--- src/rtl/barrel_pkg.sv ---
// Package: barrel_pkg
// Shared defaults and a helper for the barrel issue pipeline.
// Assumes: thread counts are at least 2, so thread IDs are at least 1 bit wide.
package barrel_pkg;

    localparam int DEF_NUM_THR   = 4;
    localparam int DEF_NUM_STG   = 4;
    localparam int DEF_PC_W      = 16;
    localparam int DEF_PC_STEP   = 4;
    localparam int DEF_RST_STRIDE = 'h100;

    // Width needed to hold an ID for n threads (at least one bit).
    function automatic int tid_width(input int n);
        return (n > 1) ? $clog2(n) : 1;
    endfunction

endpackage

--- src/rtl/barrel_rotor.sv ---
// Module: barrel_rotor
// Round-robin thread pointer. It names the thread that issues on the next
// enabled edge and steps once per enabled cycle, wrapping after the last thread.
// Assumes: NUM_THR >= 2; enable low freezes the pointer.
module barrel_rotor #(
    parameter int NUM_THR = barrel_pkg::DEF_NUM_THR,
    localparam int TID_W  = barrel_pkg::tid_width(NUM_THR)
) (
    input  logic             clk,
    input  logic             rst_n,
    input  logic             step_en,
    output logic [TID_W-1:0] cur_tid
);

    localparam logic [TID_W-1:0] LAST_TID = TID_W'(NUM_THR - 1);

    logic [TID_W-1:0] nxt_tid;

    // Next pointer: wrap after the last thread, otherwise count up.
    always_comb begin
        if (cur_tid == LAST_TID) begin
            nxt_tid = '0;
        end else begin
            nxt_tid = cur_tid + TID_W'(1);
        end
    end

    // Pointer register: thread 0 after reset, steps only when enabled.
    always_ff @(posedge clk) begin
        if (!rst_n) begin
            cur_tid <= '0;
        end else if (step_en) begin
            cur_tid <= nxt_tid;
        end
    end

    // an enabled cycle moves the pointer by one, wrapping at the end.
    p_rot_step_r2: assert property (@(posedge clk) disable iff (!rst_n)
        step_en |=> (cur_tid == (($past(cur_tid) == LAST_TID) ? '0 : $past(cur_tid) + TID_W'(1))));

    // a disabled cycle leaves the pointer untouched.
    p_rot_hold_r3: assert property (@(posedge clk) disable iff (!rst_n)
        !step_en |=> $stable(cur_tid));

    // the pointer never names a thread that does not exist.
    p_rot_range_r2: assert property (@(posedge clk) disable iff (!rst_n)
        cur_tid <= LAST_TID);

    // reset puts thread 0 first.
    p_rot_reset_r1: assert property (@(posedge clk)
        !rst_n |=> cur_tid == '0);

endmodule

--- src/rtl/barrel_pc_bank.sv ---
// Module: barrel_pc_bank
// One program counter per thread. A counter moves only when its thread issues
// with its advance bit set. A redirect loads a target in any cycle and wins
// over an advance. Also provides the PC of the thread whose turn it is.
// Assumes: redirect targets arrive packed, thread t at bits t*PC_W.
module barrel_pc_bank #(
    parameter int NUM_THR    = barrel_pkg::DEF_NUM_THR,
    parameter int PC_W       = barrel_pkg::DEF_PC_W,
    parameter int PC_STEP    = barrel_pkg::DEF_PC_STEP,
    parameter int RST_STRIDE = barrel_pkg::DEF_RST_STRIDE,
    localparam int TID_W     = barrel_pkg::tid_width(NUM_THR)
) (
    input  logic                    clk,
    input  logic                    rst_n,
    input  logic                    issue_en,
    input  logic [TID_W-1:0]        cur_tid,
    input  logic [NUM_THR-1:0]      pc_adv,
    input  logic [NUM_THR-1:0]      redir_vld,
    input  logic [NUM_THR*PC_W-1:0] redir_pc,
    output logic [PC_W-1:0]         cur_pc
);

    logic [PC_W-1:0]    pc_q [NUM_THR];
    logic [NUM_THR-1:0] turn;

    for (genvar t = 0; t < NUM_THR; t++) begin : g_thr
        localparam logic [PC_W-1:0] RST_PC = PC_W'(t * RST_STRIDE);

        // Turn flag: this thread issues at the coming edge.
        assign turn[t] = issue_en && (cur_tid == TID_W'(t));

        // PC register: reset base, redirect first, then advance on own turn.
        always_ff @(posedge clk) begin
            if (!rst_n) begin
                pc_q[t] <= RST_PC;
            end else if (redir_vld[t]) begin
                pc_q[t] <= redir_pc[t*PC_W +: PC_W];
            end else if (turn[t] && pc_adv[t]) begin
                pc_q[t] <= pc_q[t] + PC_W'(PC_STEP);
            end
        end

        // an advancing turn moves the PC by exactly one step.
        p_pc_adv_r5: assert property (@(posedge clk) disable iff (!rst_n)
            (turn[t] && pc_adv[t] && !redir_vld[t]) |=> pc_q[t] == $past(pc_q[t]) + PC_W'(PC_STEP));

        // without a redirect or an advancing turn the PC holds.
        p_pc_hold_r6: assert property (@(posedge clk) disable iff (!rst_n)
            (!redir_vld[t] && !(turn[t] && pc_adv[t])) |=> $stable(pc_q[t]));

        // a redirect lands its target regardless of the thread's turn.
        p_pc_redir_r7: assert property (@(posedge clk) disable iff (!rst_n)
            redir_vld[t] |=> pc_q[t] == $past(redir_pc[t*PC_W +: PC_W]));

        // reset restores this thread's base address.
        p_pc_reset_r8: assert property (@(posedge clk)
            !rst_n |=> pc_q[t] == RST_PC);
    end

    // Read port: PC of the thread named by the rotor.
    always_comb begin
        cur_pc = pc_q[0];
        for (int t = 1; t < NUM_THR; t++) begin
            if (cur_tid == TID_W'(t)) begin
                cur_pc = pc_q[t];
            end
        end
    end

endmodule

--- src/rtl/barrel_tag_pipe.sv ---
// Module: barrel_tag_pipe
// Stage registers that carry a valid bit and thread ID with every slot.
// Stage 0 also holds the issued PC. Every stage decodes its tag into a
// one-hot register-bank select.
// Assumes: NUM_STG >= 1; a bubble enters stage 0 when issue is disabled.
module barrel_tag_pipe #(
    parameter int NUM_THR = barrel_pkg::DEF_NUM_THR,
    parameter int NUM_STG = barrel_pkg::DEF_NUM_STG,
    parameter int PC_W    = barrel_pkg::DEF_PC_W,
    localparam int TID_W  = barrel_pkg::tid_width(NUM_THR)
) (
    input  logic                       clk,
    input  logic                       rst_n,
    input  logic                       in_vld,
    input  logic [TID_W-1:0]           in_tid,
    input  logic [PC_W-1:0]            in_pc,
    output logic [PC_W-1:0]            s0_pc,
    output logic [NUM_STG-1:0]         stg_vld,
    output logic [NUM_STG*TID_W-1:0]   stg_tid,
    output logic [NUM_STG*NUM_THR-1:0] stg_bank_sel
);

    logic [NUM_STG-1:0] vld_q;
    logic [TID_W-1:0]   tid_q [NUM_STG];

    // Stage 0: capture the issued slot, or a bubble when disabled.
    always_ff @(posedge clk) begin
        if (!rst_n) begin
            vld_q[0] <= 1'b0;
            tid_q[0] <= '0;
            s0_pc    <= '0;
        end else begin
            vld_q[0] <= in_vld;
            tid_q[0] <= in_tid;
            s0_pc    <= in_pc;
        end
    end

    for (genvar k = 1; k < NUM_STG; k++) begin : g_stg
        // Stage k: take the tag from stage k-1 unconditionally.
        always_ff @(posedge clk) begin
            if (!rst_n) begin
                vld_q[k] <= 1'b0;
                tid_q[k] <= '0;
            end else begin
                vld_q[k] <= vld_q[k-1];
                tid_q[k] <= tid_q[k-1];
            end
        end

        // the tag and valid bit move one stage per cycle.
        p_tag_shift_r4: assert property (@(posedge clk) disable iff (!rst_n)
            1'b1 |=> (vld_q[k] == $past(vld_q[k-1])) && (tid_q[k] == $past(tid_q[k-1])));
    end

    for (genvar k = 0; k < NUM_STG; k++) begin : g_out
        assign stg_tid[k*TID_W +: TID_W] = tid_q[k];
        for (genvar t = 0; t < NUM_THR; t++) begin : g_sel
            // Bank select: stage k is live and belongs to thread t.
            assign stg_bank_sel[k*NUM_THR + t] = vld_q[k] && (tid_q[k] == TID_W'(t));
        end

        // a bank select is never active for an empty stage, and at most one fires.
        p_sel_onehot_r9: assert property (@(posedge clk) disable iff (!rst_n)
            $onehot0(stg_bank_sel[k*NUM_THR +: NUM_THR]) &&
            (vld_q[k] || (stg_bank_sel[k*NUM_THR +: NUM_THR] == '0)));
    end

    assign stg_vld = vld_q;

    // reset clears every stage's valid bit.
    p_pipe_reset_r1: assert property (@(posedge clk)
        !rst_n |=> vld_q == '0);

    // with no more stages than threads, live stages never share a thread.
    always_ff @(posedge clk) begin
        if (rst_n && (NUM_STG <= NUM_THR)) begin
            for (int a = 0; a < NUM_STG; a++) begin
                for (int b = a + 1; b < NUM_STG; b++) begin
                    p_tag_distinct_r10: assert (!(vld_q[a] && vld_q[b] && (tid_q[a] == tid_q[b])));
                end
            end
        end
    end

endmodule

--- src/rtl/barrel_issue_top.sv ---
// Module: barrel_issue_top
// Interleaved barrel issue unit: one thread per enabled cycle in a fixed
// rotation, per-thread PCs, and a tagged stage pipeline with bank selects.
// Assumes: NUM_THR >= 2; a hazard-free stream needs NUM_STG <= NUM_THR.
module barrel_issue_top #(
    parameter int NUM_THR    = barrel_pkg::DEF_NUM_THR,
    parameter int NUM_STG    = barrel_pkg::DEF_NUM_STG,
    parameter int PC_W       = barrel_pkg::DEF_PC_W,
    parameter int PC_STEP    = barrel_pkg::DEF_PC_STEP,
    parameter int RST_STRIDE = barrel_pkg::DEF_RST_STRIDE,
    localparam int TID_W     = barrel_pkg::tid_width(NUM_THR)
) (
    input  logic                       clk,
    input  logic                       rst_n,
    input  logic                       issue_en,
    input  logic [NUM_THR-1:0]         pc_adv,
    input  logic [NUM_THR-1:0]         redir_vld,
    input  logic [NUM_THR*PC_W-1:0]    redir_pc,
    output logic                       iss_vld,
    output logic [TID_W-1:0]           iss_tid,
    output logic [PC_W-1:0]            iss_pc,
    output logic [NUM_STG-1:0]         stg_vld,
    output logic [NUM_STG*TID_W-1:0]   stg_tid,
    output logic [NUM_STG*NUM_THR-1:0] stg_bank_sel
);

    logic [TID_W-1:0] cur_tid;
    logic [PC_W-1:0]  cur_pc;

    // Rotation pointer.
    barrel_rotor #(
        .NUM_THR (NUM_THR)
    ) u_rotor (
        .clk     (clk),
        .rst_n   (rst_n),
        .step_en (issue_en),
        .cur_tid (cur_tid)
    );

    // Per-thread program counters.
    barrel_pc_bank #(
        .NUM_THR    (NUM_THR),
        .PC_W       (PC_W),
        .PC_STEP    (PC_STEP),
        .RST_STRIDE (RST_STRIDE)
    ) u_pcs (
        .clk       (clk),
        .rst_n     (rst_n),
        .issue_en  (issue_en),
        .cur_tid   (cur_tid),
        .pc_adv    (pc_adv),
        .redir_vld (redir_vld),
        .redir_pc  (redir_pc),
        .cur_pc    (cur_pc)
    );

    // Tagged stage pipeline.
    barrel_tag_pipe #(
        .NUM_THR (NUM_THR),
        .NUM_STG (NUM_STG),
        .PC_W    (PC_W)
    ) u_pipe (
        .clk          (clk),
        .rst_n        (rst_n),
        .in_vld       (issue_en),
        .in_tid       (cur_tid),
        .in_pc        (cur_pc),
        .s0_pc        (iss_pc),
        .stg_vld      (stg_vld),
        .stg_tid      (stg_tid),
        .stg_bank_sel (stg_bank_sel)
    );

    assign iss_vld = stg_vld[0];
    assign iss_tid = stg_tid[TID_W-1:0];

    // a disabled cycle yields a bubble at the issue stage.
    p_bubble_r3: assert property (@(posedge clk) disable iff (!rst_n)
        !issue_en |=> !iss_vld);

    // two consecutive live issues never come from the same thread.
    p_issue_alt_r2: assert property (@(posedge clk) disable iff (!rst_n)
        (iss_vld && issue_en) |=> iss_tid != $past(iss_tid));

endmodule

--- config.mk ---
export PLATFORM = sky130hd
export DESIGN_NAME = barrel_issue_top
export DESIGN_NICKNAME = d
export VERILOG_FILES = /design/src/rtl/barrel_pkg.sv /design/src/rtl/barrel_rotor.sv /design/src/rtl/barrel_pc_bank.sv /design/src/rtl/barrel_tag_pipe.sv /design/src/rtl/barrel_issue_top.sv
export SDC_FILE = /design/constraint.sdc
export NUM_CORES = 1
export LEC_CHECK = 0
export BUFFER_PORTS_ARGS = -buffer_cell sky130_fd_sc_hd__buf_2
export CAP_MARGIN = 20
export CORE_MARGIN = 2
export CORE_UTILIZATION = 49
export CTS_CLUSTER_SIZE = 24
export DETAILED_ROUTE_END_ITERATION = 6
export HOLD_SLACK_MARGIN = 0.02
export PLACE_DENSITY = 0.75
export SLEW_MARGIN = 30
export SYNTH_ARGS = -nofsm -noshare
export SYNTH_HDL_FRONTEND = slang
export SYNTH_HIERARCHICAL = 1
export SYNTH_SLANG_ARGS = --single-unit
--- constraint.sdc ---
create_clock -name clk -period 1.91 [get_ports clk]
set_clock_uncertainty 0.1 [all_clocks]
set_input_delay 0 -clock clk [delete_from_list [all_inputs] [get_ports clk]]
set_output_delay 0 -clock clk [all_outputs]
set_load 0.02 [all_outputs]
==> key figures, run 1 <==
Global routing
  • Gr usage total: 24.7%
  • Largest net degree at the start of global routing: 49
  • First-pass GRT wire length: 21,000 um
  • Initial antenna violation count: 0
  • Total grt overflow: 0
  • Vias in the first global route: 4,194

Floorplan
  • Area of the core: 9770 um2
  • IO Pins: 122
  • Die H: 104 um
  • Die area: 10,900 um2
  • DIE WIDTH: 104 um
  • Row count: 36
  • Starting Density: 50.5%

Timing
  • Setup TNS: 0 ns
  • Relative slew slack: 56.9%
  • Final setup fails: 0
  • Worst slew pin tran: 0.646 ns
  • Hold Slack: 0.0597 ns
  • Max-slew violation count: 0
  • Fmax: 0.547 GHz
  • Hold Fails Final Rpt: 0
  • Fin crit share: 95.7%
  • Period minus WS final: 1.83 ns
  • RSZ-0062 raised after global routing: false

Synthesis
  • Register area share after synthesis: 51.1%
  • Main synth FF type: edfxtp_1
  • Ys Warns: 6
  • Post-Syn Area: 4930 um2
  • Synthesized instance count: 448
  • Post-synth EDFFs: 64
  • Avg Cell Area, Syn: 11.0 um2
  • Number of distinct library cells after synthesis: 43
  • Syn nets: 528
  • Async set or reset register ratio after synthesis: 0%
  • FF+latch count, synth: 94

Setup path
  • WP depth: 6
  • Reg2Reg Depth: 6
  • WP data required: 1.91 ns
  • Crit-path cells: ha_4 -> and4_4 -> and4_1 -> nand3_1 -> xor2_1 -> o21ai_0
  • CP Max Fanout: 3
  • Top delay family on crit path: simple AND/OR/NAND/NOR gates
  • Worst path slowest cell: edfxtp_1
  • CP Buf/Inv Count: 0
  • Setup CP Type: flip-flop to flip-flop
  • CP endpoint kind: flip-flop
  • CP startpoint kind: flip-flop
  • Worst Path Arrival: 1.83 ns
  • Worst stage delay on the critical path: 0.46 ns

Worst hold path
  • Worst min-delay path class: primary input to flip-flop
  • Worst hold stages: 4

Run status
  • Outcome: finished, final reports clean

Clock network
  • Skew-Pair Late Insertion Delay: 0.36 ns
  • Clock transition at path regs: 0.10 ns
  • Max clock buf depth: 2
  • Total CTS buffers: 9
  • CTS tree: done
  • H-Tree Depth: 3
  • CTS root buf: clkbuf_8
  • CTS Sinks: 94

Flow run
  • Max-cap violation count: 0

Routing
  • DR vias: 4,308
  • WL final: 13,200 um
  • Initial DRC count: 293
  • Final ANT Viol Nets: 0
  • WL/cell: 16.5 um
  • TritonRoute pass-1 iters: 5
  • Via/cell ratio: 5.39
  • # DRC: 0

Power
  • Int Power: 3.38 mW
  • Net Sw Frac: 26.4%
  • VDD IR max: 0.543 mV
  • Sequential power share: 53.7%
  • PwrDens: 675 nW/um2
  • Design Power: 4.59 mW
  • NetSw: 1.21 mW
  • Combinational share of power: 16.1%
  • Clock power share: 30.1%
  • Leak: 2.86 nW

Finish
  • Nets: 742
  • Share of layout cells above drive strength 1: 29.5%
  • Commonest non-fill, non-tap cells in the layout: buf_2, dlygate4sd3_1, nand2_1
  • Fillers: 701
  • Layout area overhead: 38.0%
  • Ant. Diodes: 0
  • Commonest non-fill, non-tap cell in the layout: buf_2
  • Fin cells: 800

Placement
  • Hpwl dp: 9120 um
  • Placed Cells: 705
  • Routability cong.: 0.888
  • Port buffer count: 121
worst paths after layout:
kind,slack (ns),end,from
max,0.08,u_pcs/pc_q[0][12],u_pcs/pc_q[0][3]
min,0.06,u_pcs/pc_q[3][8],pc_adv[3]
max reg2reg,0.08,u_pcs/pc_q[0][12],u_pcs/pc_q[0][3]
min reg2reg,0.42,u_pipe/tid_q[1][2],u_pipe/tid_q[1][0]
cell usage after synthesis, drive strengths merged (3+ instances only):
master | count | area share (%)
nor3b | 5 | 0.86
clkbuf | 7 | 0.53
dfxtp | 30 | 12
buf | 10 | 1.7
and3 | 19 | 2.4
xnor2 | 23 | 4.1
a21oi | 3 | 0.30
nor3 | 6 | 0.61
nand2 | 67 | 5.1
nor2 | 13 | 0.99
nand3 | 23 | 2.5
nor2b | 5 | 0.63
xor2 | 25 | 4.4
and2 | 32 | 4.4
mux4 | 16 | 7.5
edfxtp | 64 | 39
ha | 5 | 1.3
and3b | 8 | 1.4
inv | 10 | 0.76
or2b | 3 | 0.46
nand4 | 8 | 1.0
o21ai | 51 | 5.3
and4 | 4 | 0.71
metal layers:
metal | GRT usage [%] | wire (um) | vias to the layer above
li1 | - | - | 2040
met4 | 10.9 | 512 | 0
met1 | 31.8 | 5580 | 2004
met3 | 4.76 | 899 | 44
met5 | 0 | 0 | -
met2 | 40.5 | 6240 | 220
timing repair:
action                                  in CTS  in global routing
cloned                                       0                  0
gates resized for setup                      0                  5
pin swaps                                    0                  0
buffers inserted                             1                  0
endpoints found under the setup margin       1                  9
hold endpoints to repair                    73                  0
hold buffers                                78                  0
final cells by class:
class	count	area [um2]	share of cell area, %
clock inverters	5	38.8	0.570
multi-input cells	327	2290	33.6
clock buffers	11	174	2.56
repair buffers	220	1580	23.2
inverters	10	37.5	0.551
well taps	133	166	2.44
flip-flops and latches	94	2520	37.1
flip-flops by register name, summed over array words and instances, names as in the netlist:
register,count
u_pcs/pc_q,64
u_pipe/tid_q,8
u_pipe/stg_vld,4
u_pipe/s0_pc,16
u_rotor/cur_tid,2
tightest hold or removal path: stages:
cell     delay [ns]
buf_2          0.11
nand2_1        0.08
nor3_1         0.09
a21oi_1        0.13
metrics by stage:
stage                     utilization [%]  setup WS [ns]  instance area (um2)
after floorplan                         -         0.0517                 4930
after CTS                            69.4         0.0172                 6790
after global placement               59.2          0.106                 5790
after global routing                 69.6        0.00151                 6810
after detailed placement             59.2        0.00596                 5790
final                                69.6         0.0814                 6810
power by group through the flow:
stage                     clock network (mW)  registers [mW]  logic (mW)
after global routing                    1.48            2.48       0.805
after floorplan                            0            2.51       0.318
final                                   1.38            2.47       0.741
after detailed placement                   0            2.51       0.602
after global placement                     0            2.50       0.588
after CTS                               1.41            2.46       0.728
logic make-up (layout without fill, tap and decap cells):
group,Yosys count,in the layout,synth area share [%]
XOR/XNOR,48,48,8.52
buffers and inverters,27,246,2.97
AO/OA/AOI/OAI,57,57,6.14
adder cells (fa/ha/maj),5,5,1.27
AND/OR/NAND/NOR,200,200,22.3
flip-flops,94,94,51.1
multiplexers,17,17,7.66
No activity file was read; power rests on OpenSTA's default activity.
==> run 2, diff against run 1 <==
--- a/config.mk
+++ b/config.mk
@@ -8,11 +8,10 @@
 export BUFFER_PORTS_ARGS = -buffer_cell sky130_fd_sc_hd__buf_2
 export CAP_MARGIN = 20
 export CORE_MARGIN = 2
-export CORE_UTILIZATION = 49
-export CTS_CLUSTER_SIZE = 24
+export CORE_UTILIZATION = 54
 export DETAILED_ROUTE_END_ITERATION = 6
 export HOLD_SLACK_MARGIN = 0.02
-export PLACE_DENSITY = 0.75
+export PLACE_DENSITY = 0.79
 export SLEW_MARGIN = 30
 export SYNTH_ARGS = -nofsm -noshare
 export SYNTH_HDL_FRONTEND = slang
==> constraint.sdc (replaced) <==
create_clock -name clk -period 1.8 [get_ports clk]
set_clock_uncertainty 0.1 [all_clocks]
set_input_delay 0 -clock clk [delete_from_list [all_inputs] [get_ports clk]]
set_output_delay 0 -clock clk [all_outputs]
set_load 0.02 [all_outputs]
==> run 2 against run 1 <==
Net effect:
- sequential share of layout area down 0.51 points
- sequential power up 6%
- via count up 4.8%
- total power up 6.9%
- flip-flop and latch count unchanged
- final cell count down 1.3%
- first-iteration DRC count down 1.0%
- wire length up 8.9%
- non-clock buffer count up 15
- final area up 1.5%
- critical path depth down 1
==> key figures, run 2 (synthesized netlist as in run 1, its figures left out) <==
Run status
  • Outcome: finished, final reports clean

Timing
  • Period minus WS final: 1.80 ns (-0.0290 ns)
  • Fin crit share: 100% (+4.2 points)
  • Final setup fails: 0 (unchanged)
  • Fmax: 0.556 GHz (+1.6%)
  • Relative slew slack: 67.9% (+11 points)
  • Hold Fails Final Rpt: 0 (unchanged)
  • Hold Slack: 0.0441 ns (-0.0156 ns)
  • Max-slew violation count: 0 (unchanged)
  • Worst slew pin tran: 0.482 ns (-0.164 ns)

Power
  • VDD IR max: 0.495 mV (-8.9%)
  • Leak: 2.94 nW (+2.8%)
  • PwrDens: 711 nW/um2 (+5.4%)
  • Design Power: 4.91 mW (+6.9%)

Finish
  • Footprint of the multi-input gates: 2310 um2 (+1.1%)
  • Share of layout cells above drive strength 1: 32.4% (+2.9 points)
  • Reg area: 2520 um2 (about the same)
  • Layout area overhead: 40.0%
  • Largest regs: u_pcs/pc_q (64), u_pipe/s0_pc (16), u_pipe/tid_q (8)
  • Commonest non-fill, non-tap cells in the layout: buf_2, dlygate4sd3_1, nand2_1
  • Nets: 757 (+2.0%)
  • Max reg flops: 64 (unchanged)
  • Reg with most FFs: u_pcs/pc_q
  • Fillers: 522 (-26%)
  • Ant. Diodes: 0 (unchanged)
  • Commonest non-fill, non-tap cell in the layout: buf_2
  • Final Util: 78.4% (+8.8 points)

Setup path
  • Worst Path Arrival: 1.80 ns (-0.03 ns)
  • CP endpoint kind: flip-flop
  • Worst reg-to-reg setup slack: 0.0004 ns (-0.08 ns)
  • Crit-path cells: nand4_1 -> nor2_1 -> nand2_1 -> xor2_1 -> o21ai_0
  • Worst stage delay on the critical path: 0.43 ns (-0.03 ns)
  • CP Max Fanout: 4 (+1)
  • Setup CP Type: flip-flop to flip-flop
  • CP startpoint kind: flip-flop
  • Worst path slowest cell: edfxtp_1
  • WP data required: 1.80 ns (-0.11 ns)

Clock network
  • H-Tree Depth: 3 (unchanged)
  • CTS Sinks: 94 (unchanged)
  • CTS root buf: clkbuf_8
  • Max clock buf depth: 2 (unchanged)
  • CTS tree: done
  • Skew-Pair Late Insertion Delay: 0.37 ns (about the same)
  • Clock transition at path regs: 0.10 ns (about the same)
  • Total CTS buffers: 9 (unchanged)

Floorplan
  • Area of the core: 8810 um2 (-9.9%)
  • Die H: 99.6 um (-4.6%)
  • DIE WIDTH: 99.6 um (-4.6%)
  • Starting Density: 56.0% (+5.6 points)
  • IO Pins: 122 (unchanged)
  • Die area: 9920 um2 (-8.9%)
  • Row count: 34 (-5.6%)

Routing
  • Final ANT Viol Nets: 0 (unchanged)
  • Via/cell ratio: 5.71 (+6.1%)
  • # DRC: 0 (unchanged)
  • WL/cell: 18.2 um (+10%)
  • WL final: 14,400 um (+8.9%)
  • TritonRoute pass-1 iters: 5 (unchanged)
  • DR vias: 4,514 (+4.8%)
  • Initial DRC count: 290 (-1.0%)

Global routing
  • Initial antenna violation count: 0 (unchanged)
  • Gr usage total: 29.1% (+4.4 points)
  • Vias in the first global route: 4,517 (+7.7%)
  • Largest net degree at the start of global routing: 23 (-53%)
  • First-pass GRT wire length: 22,100 um (+5.4%)
  • Total grt overflow: 0 (unchanged)

Placement
  • Port buffer count: 121 (unchanged)
  • Hpwl dp: 9550 um (+4.8%)
  • Routability cong.: 0.894 (+0.74%)

Worst hold path
  • Worst min-delay path class: primary input to flip-flop

Flow run
  • Max-cap violation count: 0 (unchanged)
## run 2: cell count changes in the layout (fill, tap and decap cells not counted), sizes merged
cell,delta
buf,+16
dlygate4sd3,-1
clkinv,+2
clkbuf,-1
inv,-1
## run 2: layout make-up
type	count	share of cell area [%]
Sequential cell	94	36.5
Multi-Input combinational cell	327	33.5
Timing Repair Buffer	235	24.5
Clock buffer	10	2.16
Tap cell	108	1.96
Clock inverter	6	0.833
Inverter	10	0.544
## run 2: routing by layer
| metal | vias to the layer above | GRT usage [%] | wire [um] | share of wire (%) |
|---|---|---|---|---|
| li1 | 2061 | - | - | - |
| met1 | 2156 | 35.3 | 5520 | 38 |
| met2 | 251 | 50.6 | 7170 | 50 |
| met3 | 46 | 6.32 | 1160 | 8.1 |
| met4 | 0 | 11.2 | 555 | 3.9 |
| met5 | - | 0 | 0 | 0 |
## run 2: worst max-delay path, delay by kind of cell (launching register included)
kind | cells | cell delay, ns
DFF | 1 | 0.43
AOI/OAI and AO/OA | 1 | 0.12
xor gates and xnor gates | 1 | 0.17
and+or+nand+nor | 3 | 0.72
## run 2: path summary, 6_finish.rpt
check                                   startpoint                  to  depth (start not counted)
worst max-delay path              u_pcs/pc_q[3][6]   u_pcs/pc_q[3][14]                          5
worst min register to register  u_pipe/tid_q[1][0]  u_pipe/tid_q[1][2]                          1
worst min-delay path                  redir_vld[2]    u_pcs/pc_q[2][1]                          2
worst max register to register    u_pcs/pc_q[3][6]   u_pcs/pc_q[3][14]                          5
## run 2: what timing repair did
action	in CTS	in global routing
setup endpoints to repair	0	27
gates resized for setup	0	13
hold buffers	77	0
setup buffers	0	4
hold endpoints to repair	73	0
## run 2: metrics by stage
step	setup TNS, ns	cell area, um2	cells	worst slack (ns)
after floorplan	0	4940	448	0.0115
after global placement	0	5860	693	0.0730
after detailed placement	0	5860	693	0.0248
after CTS	0	6840	786	0.0163
after global routing	-0.205	6910	790	-0.0847
final	0	6910	790	0.000404
## run 2: power by group
| group | internal [mW] | switching (mW) |
|---|---|---|
| Clock | 0.622 | 0.835 |
| Combinational | 0.453 | 0.393 |
| Sequential | 2.47 | 0.138 |
| Total | 3.54 | 1.37 |
